==> config.mk <==
export PLATFORM = sky130hd
export DESIGN_NAME = asram_ctrl
export DESIGN_NICKNAME = d
export VERILOG_FILES = /design/src/rtl/asram_pkg.sv /design/src/rtl/asram_datapath.sv /design/src/rtl/asram_seq.sv /design/src/rtl/asram_ctrl.sv
export SDC_FILE = /design/constraint.sdc
export NUM_CORES = 1
export LEC_CHECK = 0
export BUFFER_PORTS_ARGS = -buffer_cell sky130_fd_sc_hd__buf_2
export CAP_MARGIN = 40
export CORE_MARGIN = 3
export CORE_UTILIZATION = 42
export DETAILED_ROUTE_END_ITERATION = 8
export GPL_ROUTABILITY_DRIVEN = 0
export PLACE_DENSITY = 0.75
export SLEW_MARGIN = 20
export SYNTH_ARGS = -nofsm -noshare
export SYNTH_HDL_FRONTEND = slang
export SYNTH_SLANG_ARGS = --single-unit
export TNS_END_PERCENT = 100
==> constraint.sdc <==
create_clock -name clk -period 1.4 [get_ports clk]
set_input_delay 0.14 -clock clk [delete_from_list [all_inputs] [get_ports clk]]
set_output_delay 0.14 -clock clk [all_outputs]
set_load 0.005 [all_outputs]
==> src/rtl/asram_pkg.sv <==
package asram_pkg;

  typedef enum logic [2:0] {
    ST_IDLE,
    ST_READ,
    ST_WTURN,
    ST_WPULSE,
    ST_WEND
  } ctrlState_t;

  // strobes from the sequencer to the datapath
  typedef struct packed {
    logic loadReq;
    logic captureRd;
  } dpStrobe_t;

  function automatic int maxOf(input int a, input int b);
    return (a > b) ? a : b;
  endfunction

  // ns limit -> clock cycles, rounded up; any non-zero limit costs a cycle
  function automatic int cyclesFor(input int limitNs, input int clkNs);
    if (limitNs <= 0) return 0;
    return maxOf(1, (limitNs + clkNs - 1) / clkNs);
  endfunction

endpackage

==> src/rtl/asram_datapath.sv <==
module asram_datapath
  import asram_pkg::*;
#(
  parameter int ADDR_W = 20,
  parameter int DATA_W = 8
) (
  input  logic              clk,
  input  logic              rstN,
  input  dpStrobe_t         strobe,
  input  logic [ADDR_W-1:0] reqAddr,
  input  logic [DATA_W-1:0] reqWdata,
  input  logic [DATA_W-1:0] memDqIn,
  output logic [ADDR_W-1:0] memAddr,
  output logic [DATA_W-1:0] memDqOut,
  output logic [DATA_W-1:0] rspRdata
);

  always_ff @(posedge clk or negedge rstN) begin
    if (!rstN) begin
      memAddr  <= '0;
      memDqOut <= '0;
    end else if (strobe.loadReq) begin
      memAddr  <= reqAddr;
      memDqOut <= reqWdata;
    end
  end

  always_ff @(posedge clk or negedge rstN) begin
    if (!rstN) begin
      rspRdata <= '0;
    end else if (strobe.captureRd) begin
      rspRdata <= memDqIn;
    end
  end

endmodule

==> src/rtl/asram_seq.sv <==
module asram_seq
  import asram_pkg::*;
#(
  parameter int RD_CYC    = 3,
  parameter int TURN_CYC  = 1,
  parameter int PULSE_CYC = 2,
  parameter int CNT_W     = 2
) (
  input  logic      clk,
  input  logic      rstN,
  input  logic      reqValid,
  input  logic      reqWrite,
  output logic      reqReady,
  output dpStrobe_t strobe,
  output logic      memCeN,
  output logic      memOeN,
  output logic      memWeN,
  output logic      memDqOe,
  output logic      rspValid
);

  localparam logic [CNT_W-1:0] RD_LOAD    = CNT_W'(RD_CYC - 1);
  localparam logic [CNT_W-1:0] TURN_LOAD  = CNT_W'(TURN_CYC - 1);
  localparam logic [CNT_W-1:0] PULSE_LOAD = CNT_W'(PULSE_CYC - 1);

  ctrlState_t       state, stateNext;
  logic [CNT_W-1:0] cnt, cntNext;
  logic             lastCyc;

  assign lastCyc  = (cnt == '0);
  assign reqReady = (state == ST_IDLE);

  always_comb begin
    stateNext = state;
    cntNext   = lastCyc ? cnt : cnt - 1'b1;
    unique case (state)
      ST_IDLE: begin
        if (reqValid) begin
          if (reqWrite) begin
            stateNext = ST_WTURN;
            cntNext   = TURN_LOAD;
          end else begin
            stateNext = ST_READ;
            cntNext   = RD_LOAD;
          end
        end
      end
      ST_READ:   if (lastCyc) stateNext = ST_IDLE;
      ST_WTURN: begin
        if (lastCyc) begin
          stateNext = ST_WPULSE;
          cntNext   = PULSE_LOAD;
        end
      end
      ST_WPULSE: if (lastCyc) stateNext = ST_WEND;
      ST_WEND:   stateNext = ST_IDLE;
      default:   stateNext = ST_IDLE;
    endcase
  end

  always_comb begin
    strobe           = '0;
    strobe.loadReq   = (state == ST_IDLE) && reqValid;
    strobe.captureRd = (state == ST_READ) && lastCyc;
  end

  always_ff @(posedge clk or negedge rstN) begin
    if (!rstN) begin
      state <= ST_IDLE;
      cnt   <= '0;
    end else begin
      state <= stateNext;
      cnt   <= cntNext;
    end
  end

  // memory strobes registered from the next state: no decode glitches at pins
  always_ff @(posedge clk or negedge rstN) begin
    if (!rstN) begin
      memCeN   <= 1'b1;
      memOeN   <= 1'b1;
      memWeN   <= 1'b1;
      memDqOe  <= 1'b0;
      rspValid <= 1'b0;
    end else begin
      memCeN   <= (stateNext == ST_IDLE);
      memOeN   <= (stateNext != ST_READ);
      memWeN   <= (stateNext != ST_WPULSE);
      memDqOe  <= (stateNext == ST_WPULSE) || (stateNext == ST_WEND);
      rspValid <= ((state == ST_READ) && lastCyc) || (state == ST_WEND);
    end
  end

endmodule

==> src/rtl/asram_ctrl.sv <==
module asram_ctrl
  import asram_pkg::*;
#(
  parameter int ADDR_W     = 20,
  parameter int DATA_W     = 8,
  parameter int CLK_NS     = 4,
  parameter int RD_CYC_NS  = 10,
  parameter int ADDR_AC_NS = 10,
  parameter int CE_AC_NS   = 10,
  parameter int OE_REL_NS  = 4,
  parameter int WR_CYC_NS  = 10,
  parameter int WE_PW_NS   = 8,
  parameter int ADDR_WE_NS = 8,
  parameter int CE_WE_NS   = 8,
  parameter int DSETUP_NS  = 6
) (
  input  logic              clk,
  input  logic              rstN,
  input  logic              reqValid,
  output logic              reqReady,
  input  logic              reqWrite,
  input  logic [ADDR_W-1:0] reqAddr,
  input  logic [DATA_W-1:0] reqWdata,
  output logic              rspValid,
  output logic [DATA_W-1:0] rspRdata,
  output logic [ADDR_W-1:0] memAddr,
  output logic              memCeN,
  output logic              memOeN,
  output logic              memWeN,
  output logic [DATA_W-1:0] memDqOut,
  output logic              memDqOe,
  input  logic [DATA_W-1:0] memDqIn
);

  localparam int RD_CYC = maxOf(1, maxOf(cyclesFor(RD_CYC_NS, CLK_NS),
                          maxOf(cyclesFor(ADDR_AC_NS, CLK_NS), cyclesFor(CE_AC_NS, CLK_NS))));
  localparam int TURN_CYC   = maxOf(1, cyclesFor(OE_REL_NS, CLK_NS));
  localparam int PULSE_BASE = maxOf(maxOf(cyclesFor(WE_PW_NS, CLK_NS), cyclesFor(ADDR_WE_NS, CLK_NS)),
                                    maxOf(cyclesFor(CE_WE_NS, CLK_NS), cyclesFor(DSETUP_NS, CLK_NS)));
  // the whole write window (turn + pulse + end cycle) must also cover the write cycle time
  localparam int WC_LEFT    = cyclesFor(WR_CYC_NS, CLK_NS) - TURN_CYC - 1;
  localparam int PULSE_CYC  = maxOf(1, maxOf(PULSE_BASE, WC_LEFT));
  localparam int CNT_W      = maxOf(1, $clog2(maxOf(RD_CYC, maxOf(TURN_CYC, PULSE_CYC)) + 1));

  dpStrobe_t strobe;

  asram_seq #(
    .RD_CYC   (RD_CYC),
    .TURN_CYC (TURN_CYC),
    .PULSE_CYC(PULSE_CYC),
    .CNT_W    (CNT_W)
  ) u_seq (
    .clk     (clk),
    .rstN    (rstN),
    .reqValid(reqValid),
    .reqWrite(reqWrite),
    .reqReady(reqReady),
    .strobe  (strobe),
    .memCeN  (memCeN),
    .memOeN  (memOeN),
    .memWeN  (memWeN),
    .memDqOe (memDqOe),
    .rspValid(rspValid)
  );

  asram_datapath #(
    .ADDR_W(ADDR_W),
    .DATA_W(DATA_W)
  ) u_dp (
    .clk     (clk),
    .rstN    (rstN),
    .strobe  (strobe),
    .reqAddr (reqAddr),
    .reqWdata(reqWdata),
    .memDqIn (memDqIn),
    .memAddr (memAddr),
    .memDqOut(memDqOut),
    .rspRdata(rspRdata)
  );

endmodule

==> metrics.txt <==
status complete, but fails checks; failing checks setup timing; post-route ant nets 0; Synth Warn # 0; RSZ-0062 raised after global routing yes; Port Buf Inserts 81; antenna violations before repair 0; fmax 706 MHz; drt wl/cell 14.6 um; Leakage Power 1.30 nW; Die ar. 5200 sq um; Nets 258; Layout area overhead 41.6%; Ant. Diodes 0; Layout fillers 321; unique cell type count in the Yosys netlist 26; critical path peak fanout 10; clk buf depth 2; total grt overflow 0; critical path startpoint category flip-flop; reg2reg end u_dp.memAddr[17]; GRT Total Usage 0.157; FF+latch count, synth 46; Worst slew margin 0.708; drt drc 0; Post-Route WL 3930 um; power consumption 5.94 mW; clk_skew 0.00652 ns; first-pass GRT wire length 6200 um; clk_lat worst skew 0.29 ns; Avg Inst Size Synth 15.3 sq um; total negative slack -0.0299 ns; critical path required time 1.58 ns; Critical Setup Path Class flip-flop to flip-flop; clock-pin slew on the worst setup and hold paths 0.08 ns; hold path startpoint reqAddr[7]; num rows 23; Syn Nets 160; final setup vio count 2; fin. max-slew vios 0; total number of vias 1318; CTS root buf clkbuf_8; WHS 0.0747 ns; TritonCTS buffer count 5; Hold WC Path Type primary input to flip-flop; vias per cell 4.90; largest net degree at the start of global routing 29; Cells after Synth 120; Critical Path Source u_seq.state[0]; vias in the first global route 1313; CTS tree done; Die H 72.1 um; Ports 82; worst slack, placed -0.0218 ns; setup slack, reg-to-reg -0.02 ns; Starting Density 0.446; share of cells above drive strength 1 0.662; Reg2Reg Depth 4; min cycle time layout 1.42 ns; Core Box Area 4120 sq um; Compound-Gate Fraction of Synth Area 0.0341; Final Hold Fails 0; CP arrival 1.59 ns; Die X 72.1 um; largest family of logic cells by synthesized area multiplexers; Critical R2R Launch u_seq.state[0]; H-tree levels 2; Final Cycle Share 1.01; PwrDens 2290 nW/um^2; TritonRoute pass-1 iters 4; # clock sinks 46; Initial DRC Count 33; Synth Area in Adders 0; synthesized area 1840 sq um; VDD IR max 0.747 mV; Post-Synth Simple-Gate Area 0.0695; Synth Area in XOR/XNOR 0; Worst Setup EP u_dp.memAddr[17]; worst slew pin tran 0.438 ns; Seq/Total Area, Yosys 0.629; multiplexer share of the synthesized area 0.245; MaxCap Viol Count 0; Setup WS post-layout -0.0169 ns; Final HPWL DP 2810 um; CP Capture Type flip-flop
## cells by family after synthesis
| family | after synthesis |
|---|---|
| AOI/OAI and AO/OA | 10 |
| DFF | 46 |
| muxes | 37 |
| and+or+nand+nor | 23 |
| buffers and inverters | 4 |
## registers in the layout (all words and copies together) (netlist names)
name            count
u_dp.memAddr       20
u_seq.memOeN        1
u_seq.rspValid      1
u_seq.memCeN        1
u_dp.rspRdata       8
u_seq.state         3
u_seq.memWeN        1
u_dp.memDqOut       8
u_seq.cnt           2
u_seq.memDqOe       1
## where the power goes
part           internal [mW]  switching, mW  leakage [nW]
clock network          0.402          0.398        0.0455
registers               2.01          0.311         0.545
logic                   1.73           1.09         0.712
## worst max-delay path, cell delays in order (launching register included)
cell     delay, ns
dfrtp_1       0.39
nor3_2        0.20
and2_4        0.22
buf_12        0.15
mux2_2        0.34
## through the flow
step | util | std cells | instance area [sq um]
2_1_floorplan | - | 120 | 1840
3_3_place_gp | 0.580 | 257 | 2390
3_5_place_dp | 0.580 | 257 | 2390
4_1_cts | 0.626 | 270 | 2570
5_1_grt | 0.632 | 269 | 2600
6_report | 0.632 | 269 | 2600
## cells in the final DEF, fill, tap and decap left out, drive strengths merged, types with 3 or more instances in the layout
cell	n
dfrtp	43
nor2	9
dfstp	3
buf	93
clkbuf	8
nand2	4
mux2	36
o21ai	3
## synthesized netlist by cell type (all sizes together)
master   count  area share
a2bb2oi      1      0.0048
nand3b       2      0.0082
o21a         1      0.0041
o21bai       2      0.0082
mux2        36        0.24
clkbuf       1      0.0020
buf          3       0.021
or2b         1      0.0041
nor3         2      0.0082
nor3b        1      0.0041
or3b         1      0.0048
and2         1      0.0048
a21oi        2      0.0054
nor2         9       0.018
nand2        4      0.0082
dfstp        3       0.043
nand3        1      0.0054
a31oi        1      0.0034
mux2i        1      0.0054
dfrtp       43        0.59
nor2b        1      0.0034
o21ai        3      0.0082
## layer usage
| metal | wire (um) | global-route usage |
|---|---|---|
| met1 | 1560 | 0.188 |
| met4 | 83 | 0.0752 |
| met3 | 271 | 0.0471 |
| met5 | 0 | 0 |
| met2 | 2020 | 0.259 |
## worst min-delay path by stage
stage / to / cells after the start
detailed placement: u_dp.memAddr[2] / 1
finish: u_dp.memAddr[7] / 2
global route: u_dp.memAddr[7] / 2
floorplan: u_dp.memAddr[0] / 0
CTS: u_dp.memDqOut[6] / 2
global placement: u_dp.memDqOut[5] / 1
## final cells by class
cell class | instances | area (sq um) | share of cell area
sequential | 46 | 1150 | 0.444
multi-input combinational | 71 | 731 | 0.281
timing repair buffer | 94 | 562 | 0.216
clock buffer | 8 | 90.1 | 0.0346
tap | 50 | 62.6 | 0.0241
## repair_timing
action | in CTS | in global routing
setup buffers | 3 | 0
setup endpoints to repair | 28 | 38
hold buffers | 1 | 0
pin swaps | 2 | 1
resized for setup | 16 | 7
cloned | 1 | 0
endpoints found under the hold margin | 17 | 0
No activity file was read; power rests on OpenSTA's default activity.
